### src/rtl/rte_pkg.sv
package rte_pkg;

  typedef enum logic [1:0] {
    ST_IDLE    = 2'd0,
    ST_FRAME   = 2'd1,
    ST_RETADDR = 2'd2
  } rte_state_t;

endpackage

### src/rtl/rte_fmt_check.sv
module rte_fmt_check #(
  parameter int FMT_W   = 4,
  parameter int FMT_MIN = 4,
  parameter int FMT_MAX = 7
) (
  input  logic [FMT_W-1:0] field,
  output logic             legal
);

  localparam int NUM_CODES = 2 ** FMT_W;

  logic [NUM_CODES-1:0] legal_mask;

  for (genvar i = 0; i < NUM_CODES; i++) begin : g_mask
    assign legal_mask[i] = (i >= FMT_MIN) && (i <= FMT_MAX);
  end

  assign legal = legal_mask[field];

endmodule

### src/rtl/rte_sp_calc.sv
module rte_sp_calc #(
  parameter int AW    = 32,
  parameter int FMT_W = 4,
  parameter int STEP  = 4
) (
  input  logic [AW-1:0]    base,
  input  logic [FMT_W-1:0] fmt,
  output logic [AW-1:0]    addr_next,
  output logic [AW-1:0]    sp_next
);

  assign addr_next = base + AW'(STEP);
  assign sp_next   = addr_next + {{(AW-FMT_W){1'b0}}, fmt};

endmodule

### src/rtl/rte_seq.sv
module rte_seq
  import rte_pkg::*;
(
  input  logic       clk,
  input  logic       rst_n,
  input  logic       go,
  input  logic       rd_valid,
  input  logic       legal,
  output rte_state_t state,
  output logic       cap_ctx,
  output logic       acc_frame,
  output logic       acc_ret,
  output logic       done,
  output logic       fmt_err
);

  rte_state_t state_nxt;
  logic       reject;

  always_comb begin
    state_nxt = state;
    cap_ctx   = 1'b0;
    acc_frame = 1'b0;
    acc_ret   = 1'b0;
    reject    = 1'b0;
    case (state)
      ST_IDLE: begin
        if (go) begin
          cap_ctx   = 1'b1;
          state_nxt = ST_FRAME;
        end
      end
      ST_FRAME: begin
        if (rd_valid) begin
          if (legal) begin
            acc_frame = 1'b1;
            state_nxt = ST_RETADDR;
          end else begin
            reject    = 1'b1;
            state_nxt = ST_IDLE;
          end
        end
      end
      ST_RETADDR: begin
        if (rd_valid) begin
          acc_ret   = 1'b1;
          state_nxt = ST_IDLE;
        end
      end
      default: state_nxt = ST_IDLE;
    endcase
  end

  always_ff @(posedge clk or negedge rst_n) begin
    if (!rst_n) begin
      state   <= ST_IDLE;
      done    <= 1'b0;
      fmt_err <= 1'b0;
    end else begin
      state   <= state_nxt;
      done    <= acc_ret;
      fmt_err <= reject;
    end
  end

  // a start while idle moves to the first read
  a_r2_start_reads: assert property (@(posedge clk) disable iff (!rst_n)
    (state == ST_IDLE && go) |=> (state == ST_FRAME));

  // start has no effect on a busy sequence that is waiting
  a_r9_busy_ignores_go: assert property (@(posedge clk) disable iff (!rst_n)
    (state != ST_IDLE && !rd_valid && go) |=> (state == $past(state)));

endmodule

### src/rtl/rte_unstacker.sv
module rte_unstacker
  import rte_pkg::*;
#(
  parameter int AW      = 32,
  parameter int DW      = 32,
  parameter int SR_W    = 16,
  parameter int FMT_W   = 4,
  parameter int FMT_MIN = 4,
  parameter int FMT_MAX = 7
) (
  input  logic            clk,
  input  logic            rst_n,
  input  logic            go,
  input  logic [AW-1:0]   sp_cur,
  input  logic [AW-1:0]   rte_pc,
  output logic            rd_req,
  output logic [AW-1:0]   rd_addr,
  input  logic            rd_valid,
  input  logic [DW-1:0]   rd_data,
  output logic [SR_W-1:0] sr_new,
  output logic [AW-1:0]   pc_new,
  output logic [AW-1:0]   sp_new,
  output logic            done,
  output logic            fmt_err
);

  localparam int STEP    = DW / 8;
  localparam int FMT_LSB = DW - FMT_W;

  rte_state_t        state;
  logic              cap_ctx;
  logic              acc_frame;
  logic              acc_ret;
  logic              legal;
  logic [AW-1:0]     ctx_sp;
  logic [AW-1:0]     ctx_pc;
  logic [SR_W-1:0]   sr_hold;
  logic [FMT_W-1:0]  fmt_hold;
  logic [AW-1:0]     addr_next;
  logic [AW-1:0]     sp_next;

  rte_fmt_check #(
    .FMT_W  (FMT_W),
    .FMT_MIN(FMT_MIN),
    .FMT_MAX(FMT_MAX)
  ) u_fmt (
    .field(rd_data[DW-1:FMT_LSB]),
    .legal(legal)
  );

  rte_seq u_seq (
    .clk      (clk),
    .rst_n    (rst_n),
    .go       (go),
    .rd_valid (rd_valid),
    .legal    (legal),
    .state    (state),
    .cap_ctx  (cap_ctx),
    .acc_frame(acc_frame),
    .acc_ret  (acc_ret),
    .done     (done),
    .fmt_err  (fmt_err)
  );

  rte_sp_calc #(
    .AW   (AW),
    .FMT_W(FMT_W),
    .STEP (STEP)
  ) u_sp (
    .base     (ctx_sp),
    .fmt      (fmt_hold),
    .addr_next(addr_next),
    .sp_next  (sp_next)
  );

  assign rd_req  = (state != ST_IDLE);
  assign rd_addr = (state == ST_RETADDR) ? addr_next : ctx_sp;

  logic reject_now;
  assign reject_now = (state == ST_FRAME) && rd_valid && !legal;

  // context captured at start
  always_ff @(posedge clk or negedge rst_n) begin
    if (!rst_n) begin
      ctx_sp <= '0;
      ctx_pc <= '0;
    end else if (cap_ctx) begin
      ctx_sp <= sp_cur;
      ctx_pc <= rte_pc;
    end
  end

  // first longword fields kept until the sequence ends
  always_ff @(posedge clk or negedge rst_n) begin
    if (!rst_n) begin
      sr_hold  <= '0;
      fmt_hold <= '0;
    end else if (acc_frame) begin
      sr_hold  <= rd_data[SR_W-1:0];
      fmt_hold <= rd_data[DW-1:FMT_LSB];
    end
  end

  // result registers
  always_ff @(posedge clk or negedge rst_n) begin
    if (!rst_n) begin
      sr_new <= '0;
      pc_new <= '0;
      sp_new <= '0;
    end else if (acc_ret) begin
      sr_new <= sr_hold;
      pc_new <= rd_data[AW-1:0];
      sp_new <= sp_next;
    end else if (reject_now) begin
      pc_new <= ctx_pc;
      sp_new <= ctx_sp;
    end
  end

  // request and address held through wait states
  a_r3_req_held: assert property (@(posedge clk) disable iff (!rst_n)
    (rd_req && !rd_valid) |=> (rd_req && $stable(rd_addr)));

  // a format error issues no further read
  a_r4_err_no_read: assert property (@(posedge clk) disable iff (!rst_n)
    fmt_err |-> !rd_req);

  // status register untouched by a format error
  a_r5_sr_kept: assert property (@(posedge clk) disable iff (!rst_n)
    fmt_err |-> $stable(sr_new));

  // done only follows a completed read
  a_r8_done_after_read: assert property (@(posedge clk) disable iff (!rst_n)
    done |-> ($past(rd_req) && $past(rd_valid)));

  // completion pulses exclusive and single-cycle
  a_r10_exclusive: assert property (@(posedge clk) disable iff (!rst_n)
    !(done && fmt_err));
  a_r10_done_pulse: assert property (@(posedge clk) disable iff (!rst_n)
    done |=> !done);
  a_r10_err_pulse: assert property (@(posedge clk) disable iff (!rst_n)
    fmt_err |=> !fmt_err);

endmodule

### config.mk
export PLATFORM = sky130hd
export DESIGN_NAME = rte_unstacker
export DESIGN_NICKNAME = d
export VERILOG_FILES = /design/src/rtl/rte_pkg.sv /design/src/rtl/rte_fmt_check.sv /design/src/rtl/rte_sp_calc.sv /design/src/rtl/rte_seq.sv /design/src/rtl/rte_unstacker.sv
export SDC_FILE = /design/constraint.sdc
export NUM_CORES = 1
export LEC_CHECK = 0
export ABC_AREA = 1
export BUFFER_PORTS_ARGS = -buffer_cell sky130_fd_sc_hd__buf_2
export CAP_MARGIN = 40
export CORE_MARGIN = 2
export CORE_UTILIZATION = 50
export DETAILED_ROUTE_END_ITERATION = 7
export PLACE_DENSITY = 0.74
export SLEW_MARGIN = 25
export SYNTH_ARGS = -nofsm -noshare
export SYNTH_HDL_FRONTEND = slang
export SYNTH_HIERARCHICAL = 1
export SYNTH_SLANG_ARGS = --single-unit
### constraint.sdc
create_clock -name clk -period 2.05 [get_ports clk]
set_input_delay 0.205 -clock clk [delete_from_list [all_inputs] [get_ports clk]]
set_output_delay 0.205 -clock clk [all_outputs]
set_load 0.03 [all_outputs]
; ---- After elaboration in Yosys (flattened, before gate mapping)
; Memory sizes are Yosys's and may differ from the RTL's.
; Index checks and enable logic that the tools add are counted.
[op_classes]
n_eq_ne = 5
n_mux = 21
addsub = 2
reduce_logical = 7
order_cmp = 1
[ops]
columns = operator, count
row1 = two-way mux 32 bit, 5
row2 = "adder 32 x 3 -> 32 bit, second input constant", 1
row3 = adder 32 x 4 -> 32 bit, 1
row4 = two-way mux 1 bit, 11
row5 = two-way mux 2 bit, 4
row6 = "!= test 2 bit, second input constant", 3
row7 = one-hot mux 2 bit (3 select lines), 1
row8 = "less-than comparator 4 x 5 -> 1 bit, second input constant", 1
row9 = nonzero test 2 bit, 2
row10 = AND reduction 3 bit, 1
row11 = "== test 2 x 1 -> 1 bit, second input constant", 1
row12 = "== test 2 bit, second input constant", 1
row13 = logical AND 1 bit, 2
row14 = zero test 2 bit, 1
row15 = zero test 1 bit, 1
[totals]
n_memories = 1
out_inout_bits = 115
register_bits = 168
inputBits = 100
romBits = 16
word_cells = 47
[memory_table]
columns = name, depth, width, rd, rd_ports_with_merged_regs, write_ports, line_no
row1 = (name not given), 16, 1, 1, 0, 0, rte_fmt_check.sv:18  ; assign legal = legal_mask[field];

; ---- Longest topological paths before layout
; Gate-level depths: netlist of run 1.
[logic_depth]
ltp_word = 6
ltp_mapped = 20
ltp_nobuf = 20

; ---- Modules after synthesis
; The synthesis of run 1 kept the hierarchy.
[by_module_without_submodules]
columns = module, instances, area_per_inst_um2, seq_area_each_um2, cells_per_inst
row1 = rte_unstacker, 1, 7300.8, 4103.9, 894
row2 = rte_sp_calc, 1, 2215.9, 0.0, 433
row3 = rte_seq, 1, 177.7, 100.1, 23
row4 = rte_fmt_check, 1, 10.0, 0.0, 2

; ---- Least setup slack after synthesis of run 1
; No wires, ideal clock.
[synth_timing]
kind = register to register
from = register ctx_sp[2]
to = register sp_new[18]
slack_ps = -221
setup_time_ps = 117
period_less_slack_ps = 2271
arrival_time_ps = 2154
path_stages_with_launch = 15
t_required_ps = 1933
n_path_buf = 0
path_cell_list = dfrtp_1 > ha_1 > ha_1 > nand3b_1 > nand2_1 > nand2_1 > nor2_4 > nand3_4 > nor3_4 > xor2_1 > inv_1 > nand2_1 > o21ai_0 > nand2_1 > nand2_1
[synth_between]
elab_chain_cells = 3
[synth_rtl]
columns = element, line_no
row1 = from (decl), rte_unstacker.sv:35  ; logic [AW-1:0] ctx_sp;
row2 = from (signal assigned), rte_unstacker.sv:88  ; ctx_sp <= sp_cur;
row3 = adder 32 x 3 -> 32 bit, rte_sp_calc.sv:12  ; assign addr_next = base + AW'(STEP);
row4 = via addr_next[3], rte_unstacker.sv:39  ; logic [AW-1:0] addr_next;
row5 = adder 32 x 4 -> 32 bit, rte_sp_calc.sv:13  ; assign sp_next = addr_next + {{(AW-FMT_W){1'b0}}, fmt};
row6 = via sp_next[18], rte_unstacker.sv:40  ; logic [AW-1:0] sp_next;
row7 = two-way mux 32 bit, rte_unstacker.sv:110  ; end else if (acc_ret) begin
row8 = to (signal assigned), rte_unstacker.sv:113  ; sp_new <= sp_next;
row9 = to (signal assigned), rte_unstacker.sv:116  ; sp_new <= ctx_sp;
row10 = to (decl), rte_unstacker.sv:22  ; output logic [AW-1:0] sp_new,
; The timed path passes the listed nets, and every way through them passes these cells.
; A chain may end at the register's enable or synchronous reset.

; ---- Worst setup path after layout of run 1
[layout_timing]
from = register ctx_sp[2]
to = output port rd_addr[31]
[layout_between]
elab_chain_cells = 2
[layout_rtl]
columns = element, line_no
row1 = adder 32 x 3 -> 32 bit, rte_sp_calc.sv:12
row2 = via addr_next[31], rte_unstacker.sv:39
row3 = two-way mux 32 bit, rte_unstacker.sv:77  ; assign rd_addr = (state == ST_RETADDR) ? addr_next : ctx_sp;
row4 = to (decl), rte_unstacker.sv:17  ; output logic [AW-1:0] rd_addr,
; The timed path passes the listed nets, and every way through them passes these cells.

==> summary.txt, run 1 <==
Die
  – Core area: 18900 um2
  – Initial Util: around half
  – I/O pin cnt: about 220
  – Die H: about 140 um
  – Full die area: 20500 um2
  – Die Span X: about 140 um
  – Row Count: 50

Yosys
  – Post-synth cell types: 39
  – Simple-Gate Fraction of Synth Area: approximately 33%
  – Post-synth ARST share: 100%
  – Synth Area in XOR/XNOR: around 2%
  – Synth top area share: 43.3%
  – Mux share of post-synthesis cell area: less than 1%
  – Synth Register Bits: ~170
  – Register area share after synthesis: around 43%
  – Synth Flop Type: dfrtp_1
  – Mean post-synth cell area: 7.18 um2
  – Post-synth EDFFs: 0
  – Most numerous cell in the Yosys netlist: nand2_1
  – Cell taking the most area after synthesis: dfrtp_1
  – Post-synthesis net count: about 1500
  – Adder-cell share of the synthesized area: 0.851%
  – Mapped Cells: between 1000 and 1500
  – Main combinational cell family by area after synthesis: simple AND/OR/NAND/NOR gates
  – Ranking of synthesized cells by area: dfrtp_1, nand2_1, o21ai_0, inv_1, nand3_1
  – Synthesis Warnings: 6
  – Complex-gate fraction of the synthesized area: 10.7%
  – Most frequent cells after synthesis: nand2_1, dfrtp_1, inv_1
  – Cell area after technology mapping: about 9700 um2

Min path
  – Hold Path Class: input pin to flip-flop
  – Worst hold endpoint: ctx_sp[2]
  – Cell depth of the worst hold path: 3
  – Hold Crit Start: sp_cur[2]

Placement
  – Detailed Place HPWL: 20700 um
  – Number of port buffers: about 210
  – GP Congestion: roughly 0.93
  – Post-Place Cells: 1882
  – Cell Area, Placed: 11800 um2

Layout
  – Ant diodes: 0
  – Layout cell share with drive strength beyond 1: a little under two fifths
  – Final cell count without fillers: approximately 2000
  – Post-layout nets: approximately 1900
  – Final Core Density: about 77%
  – Finished Cell Area: around 15000 um2
  – Syn-to-layout area delta: 50.4%

Power
  – VDD IR max: between 700 and 800 uV
  – Net Switching: between 8 and 9 mW
  – Internal power: approximately 10 mW
  – Lkg Pwr: around 7.4 nW
  – Sequential share of power: just under 30%
  – PwrDens: between 1000 and 1500 nW/um2
  – Switching Fraction: 46.0%
  – Logic pwr share: 52.0%
  – Clock network power share: 18.4%

STA
  – Final Hold Fails: 0
  – Rel. slew slack: around three fifths
  – Max-slew violations: 0
  – RSZ-0062 raised after global routing: true
  – Final WS setup: -465 ps
  – Fin crit share: 123%
  – Endpoints failing setup: between 50 and 60
  – Worst Skew: 11.6 ps
  – Achievable clock frequency: 398 MHz
  – TNS Setup: -18600 ps
  – Tmin final: around 2500 ps
  – Worst hold margin: between 2 and 3 ps
  – Worst-Margin Slew: 579 ps

Clock network
  – Num CTS Buffers: 17
  – Clk_lat worst skew: approximately 440 ps
  – Clk root buf: clkbuf_16
  – CTS max path bufs: 2
  – H-tree levels: 4
  – Clock Sinks: 168
  – Clk pin slew, worst setup/hold paths: around 70 ps
  – CTS tree: built

Flow run
  – Max-Cap Viols: 0

Global route
  – GRT Residual Overflow: 0
  – Initial antenna violation count: 0
  – Vias in the first global route: between 10000 and 15000
  – First-pass GRT wire length: between 50000 and 60000 um
  – Pin count of the biggest net entering global routing: roughly 130
  – Total global-route track usage: between 30% and 40%

Setup path
  – R2r startpoint: ctx_sp[2]
  – WP data required: between 1500 and 2000 ps
  – Delay of the slowest critical-path stage: about 400 ps
  – CP max stage cell: dfrtp_1
  – Worst Path Arrival: between 2000 and 2500 ps
  – WS Path Type: flip-flop to primary output
  – CP max FO: 5
  – Crit path cell chain: buf_6 -> inv_8 -> nor2_4 -> nand3_4 -> nor2_4 -> nand3b_1 -> xor2_1 -> nor2_1 -> a21oi_1 -> buf_4
  – R2R depth: 19
  – Startpoint types: flip-flop
  – R2R setup slack: -460 ps
  – Setup crit end kind: primary output
  – Crit-path most repeated cell: nor2_4
  – RR Endpoint: sp_new[30]

Detailed routing
  – DRT iter0 DRCs: slightly below 900
  – Remaining antenna violation count after routing: 0
  – Drt wl/cell: roughly 17 um
  – Total number of vias: around 11000
  – Residual DRC: 0
  – Pre-Repair DR Iteration Count: 5
  – Routed Wire Length: ~34000 um
  – Vias per cell: 5.33

Status
  – Failing checks: negative setup slack
  – Status: finished with violations
## placed cells by master, fill, tap and decap left out, types with 11 or more instances in the layout
| cell | count |
|---|---|
| o21ai_1 | 32 |
| a21oi_1 | 21 |
| clkbuf_16 | 18 |
| inv_1 | 137 |
| inv_2 | 17 |
| nand4_1 | 14 |
| nand2_2 | 44 |
| a21oi_2 | 13 |
| nor2_2 | 33 |
| buf_2 | 187 |
| xor2_1 | 14 |
| o21ai_0 | 126 |
| nand2_4 | 24 |
| nor2_1 | 52 |
| dfrtp_1 | 162 |
| inv_4 | 11 |
| nand2_1 | 396 |
| nand3_1 | 86 |
| dlygate4sd3_1 | 66 |
| nor2_4 | 39 |
| buf_4 | 140 |
| buf_6 | 53 |
## final cells by class
| cell class | count | area [um2] |
|---|---|---|
| multi-input cells | 953 | 5300 |
| fillers | 1290 | 4300 |
| flip-flops and latches | 168 | 4210 |
| repair buffers | 457 | 3470 |
| inverters | 168 | 668 |
| clock buffers | 17 | 425 |
| well taps | 260 | 325 |
| clock inverters | 15 | 194 |
## how the worst max path moves through the flow
stage / slack, ps / start / cells past startpoint / end
2_1_floorplan: -50 / ctx_sp[2] / 17 / sp_new[21]
3_3_place_gp: -290 / ctx_sp[2] / 15 / sp_new[14]
3_5_place_dp: -320 / ctx_sp[2] / 17 / sp_new[23]
4_1_cts: -420 / ctx_sp[10] / 14 / rd_addr[30]
5_1_grt: -590 / ctx_sp[2] / 16 / sp_new[18]
6_report: -460 / ctx_sp[2] / 10 / rd_addr[31]
## worst max-delay path: cells and delay by family, from the launching register on
kind,cells,cell delay (ps)
and+or+nand+nor,5,730
DFF,1,410
buffers and inverters,3,380
xor gates and xnor gates,1,230
AOI/OAI and AO/OA,1,120
## kinds of logic after synthesis
kind of cell,count (synthesis)
AO/OA/AOI/OAI,203
XOR/XNOR,21
adder cells (fa/ha/maj),6
buffers and inverters,231
flip-flops,168
multiplexers,4
AND/OR/NAND/NOR,719
## routing by layer
layer  global-route usage, %  vias up  share of wire [%]
li1                        -     5048                  -
met1                    40.0     5184                 39
met2                    53.0      522                 49
met3                    7.66      104                7.6
met4                    14.2        0                4.3
met5                       0        -                  0
## metrics by stage
stage,worst slack (ps),power [mW]
finish,-465,18.6
global route,-592,19.5
CTS,-416,17.8
detailed placement,-324,13.5
global placement,-293,13.4
floorplan,-53.3,10.5
## sequential cells by signal, indices dropped and copies added (netlist names)
name           count
sr_hold           16
u_seq/fmt_err      1
sp_new            32
ctx_sp            32
pc_new            32
u_seq/state        2
fmt_hold           4
ctx_pc            32
sr_new            16
u_seq/done         1
## what timing repair did
| action | CTS | global route |
|---|---|---|
| buffers inserted | 38 | 20 |
| resized for setup | 208 | 108 |
| setup endpoints to repair | 52 | 58 |
| pin swaps | 90 | 74 |
| gates cloned | 0 | 1 |
| hold buffers | 66 | 0 |
| endpoints found under the hold margin | 110 | 0 |
## power by group through the flow
stage	Clock [mW]	Sequential (mW)	Combinational (mW)
after CTS	3.43	5.49	8.92
after detailed placement	0	5.48	8.02
after floorplan	0	6.97	3.53
after global placement	0	5.49	7.87
final	3.41	5.51	9.65
after global routing	3.58	5.65	10.3
Note: power is estimated with default switching activity, not from simulation.
==> run 2: changes to the inputs <==
- PLACE_DENSITY: 0.74 -> 0.88
- RECOVER_POWER: unset -> 100
==> run 2 against run 1 <==
Net effect: the flow still finishes with violations (negative setup slack); clock skew up 2.6 ps; final cell count is 0.34% lower; highest routed layer unchanged; sequential share of layout area rose by 0.51 points; die area unchanged; register-to-register slack got worse by 140 ps; global-route usage grew 1.3 points; sequential cell count unchanged; design area down 1.8%; sequential power up 2%.
==> summary.txt, run 2 (synthesis results as in run 1) <==
Clock network
  – Clk root buf: clkbuf_16
  – CTS max path bufs: 2 (unchanged)
  – Clk_lat worst skew: 440 ps (about the same)
  – Num CTS Buffers: 17 (unchanged)
  – CTS tree: built
  – Clock Sinks: 168 (unchanged)
  – H-tree levels: 4 (unchanged)
  – Clk pin slew, worst setup/hold paths: 90 ps (+20 ps)

Power
  – Lkg Pwr: 7.09 nW (-4.8%)
  – Switching Fraction: 47.7% (+1.7 points)
  – Clock network power share: 18.5% (about the same)
  – Net Switching: 8.97 mW (+5.1%)
  – Logic pwr share: 51.7% (-0.3 points)
  – Internal power: 9.85 mW (-1.7%)
  – PwrDens: 1310 nW/um2 (+3.3%)
  – VDD IR max: 987 uV (+30%)
  – Overall power: 18.8 mW (+1.4%)
  – Sequential share of power: 29.8% (about the same)

Detailed routing
  – Total number of vias: 11500 (+6.3%)
  – Vias per cell: 5.68 (+6.7%)
  – Residual DRC: 0 (unchanged)
  – Pre-Repair DR Iteration Count: 6 (+1)
  – Drt wl/cell: 19.0 um (+13%)
  – Routed Wire Length: 38500 um (+12%)
  – Remaining antenna violation count after routing: 0 (unchanged)
  – DRT iter0 DRCs: 1290 (+47%)

Setup path
  – Crit path cell chain: buf_6 -> inv_6 -> nor2_4 -> buf_6 -> nand2_2 -> o21bai_1 -> nand2_2 -> nor2_4 -> nand2_4 -> nor3_4 -> xor2_1 -> inv_1 -> nand2_1 -> o21ai_2 -> nand2_1 -> nand2_1
  – Delay of the slowest critical-path stage: 420 ps (about the same)
  – Worst Path Arrival: 2980 ps (+670 ps)
  – CP max stage cell: dfrtp_1
  – R2R depth: 16 (-3)
  – R2R setup slack: -610 ps (-140 ps)
  – Crit-path most repeated cell: nand2_1
  – WP data required: 2380 ps (+530 ps)
  – Setup crit end kind: flip-flop
  – R2r startpoint: ctx_sp[2]
  – RR Endpoint: sp_new[18]
  – CP max FO: 5 (unchanged)
  – WS Path Type: flip-flop to flip-flop
  – Startpoint types: flip-flop

Global route
  – Initial antenna violation count: 1 (+1)
  – Vias in the first global route: 10700 (+3.2%)
  – Total global-route track usage: 33.3% (+1.3 points)
  – GRT Residual Overflow: 0 (unchanged)
  – First-pass GRT wire length: 53400 um (+3.7%)
  – Pin count of the biggest net entering global routing: 79 (-39%)

Min path
  – Cell depth of the worst hold path: 3 (unchanged)
  – Hold Crit Start: rd_data[6]
  – Hold Path Class: input pin to flip-flop
  – Worst hold endpoint: sr_hold[6]

STA
  – Rel. slew slack: 4.63% (-57 points)
  – Worst Skew: 14.2 ps (+2.62 ps)
  – Max-slew violations: 0 (unchanged)
  – Tmin final: 2660 ps (+141 ps)
  – RSZ-0062 raised after global routing: true
  – Achievable clock frequency: 377 MHz (-5.3%)
  – Fin crit share: 130% (+6.9 points)
  – Endpoints failing setup: 92 (+74%)
  – Worst-Margin Slew: 1430 ps (+852 ps)
  – Final Hold Fails: 0 (unchanged)
  – Final WS setup: -606 ps (-141 ps)

Die
  – Full die area: 20500 um2 (unchanged)
  – Die H: 143 um (unchanged)
  – Initial Util: 51.4% (unchanged)
  – Core area: 18900 um2 (unchanged)
  – Row Count: 50 (unchanged)
  – Die Span X: 143 um (unchanged)
  – I/O pin cnt: 215 (unchanged)

Layout
  – Most frequent cells in the layout: nand2_1, dfrtp_1, buf_4
  – Syn-to-layout area delta: 47.7%
  – Post-layout nets: 1864 (-0.37%)
  – Layout cell share with drive strength beyond 1: 32.4% (-4.8 points)
  – Most common cell after layout, fill and taps aside: nand2_1
  – Ant diodes: 0 (unchanged)

Placement
  – Number of port buffers: 214 (unchanged)
  – Post-Place Worst Slack: -366 ps (-41.9 ps)
  – GP Congestion: 0.992 (+6.2%)
  – Detailed Place HPWL: 21700 um (+5.1%)

Status
  – Status: finished with violations
  – Failing checks: negative setup slack

Flow run
  – Max-Cap Viols: 0 (unchanged)
## run 2: final cells by class
cell class	count	area, um2
timing repair buffer	450	3200
clock buffer	17	425
multi-input combinational	953	5300
fill	1301	4560
inverter	168	652
sequential	168	4210
tap	260	325
clock inverter	15	215
## run 2: worst max path at each step
stage / slack, ps / start / end
floorplan: -50 / ctx_sp[2] / sp_new[21]
global placement: -320 / ctx_sp[5] / sp_new[18]
detailed placement: -370 / ctx_sp[2] / sp_new[22]
CTS: -500 / ctx_sp[3] / rd_addr[31]
global route: -800 / ctx_sp[23] / rd_addr[25]
finish: -610 / ctx_sp[2] / sp_new[18]
## run 2: repair_timing
action	4_1_cts	5_1_grt
setup endpoints to repair	53	74
pin swaps	25	67
resized for setup	125	178
cloned	0	1
hold buffers	58	0
endpoints found under the hold margin	104	0
buffers inserted	28	37
## run 2: routing by layer
metal	GRT usage [%]	up-vias	wire (um)	part of all wire [%]
li1	-	5036	-	-
met1	40.3	5395	13800	36
met2	57.5	881	18300	48
met3	7.56	234	4020	10
met4	13.5	0	2390	6.2
met5	0	-	0	0
## run 2: through the flow
step                      cells  hold WS, ps  area [um2]  utilization, %  setup TNS, ps
after floorplan            1352        -90.6        9760               -           -289
after global placement     1879          193       11800            62.4          -5870
after detailed placement   1879          192       11800            62.4          -6660
after CTS                  1997        0.416       13600            72.1         -19460
after global routing       2031         5.68       14300            75.8         -41270
final                      2031         8.83       14300            75.8         -28790
## run 2: worst max-delay path: cells and delay by family (launching register included)
kind / cells / cell delay [ps]
and+or+nand+nor: 9 / 1210
DFF: 1 / 420
AOI/OAI and AO/OA: 2 / 270
xor gates and xnor gates: 1 / 230
buffers and inverters: 4 / 410
## run 2: power by group through the flow
| stage | Sequential [mW] | Combinational (mW) | Clock [mW] |
|---|---|---|---|
| after floorplan | 6.97 | 3.53 | 0 |
| after global placement | 5.47 | 7.90 | 0 |
| after detailed placement | 5.50 | 8.08 | 0 |
| after CTS | 5.49 | 8.73 | 3.50 |
| after global routing | 5.73 | 10.3 | 3.65 |
| final | 5.61 | 9.73 | 3.48 |
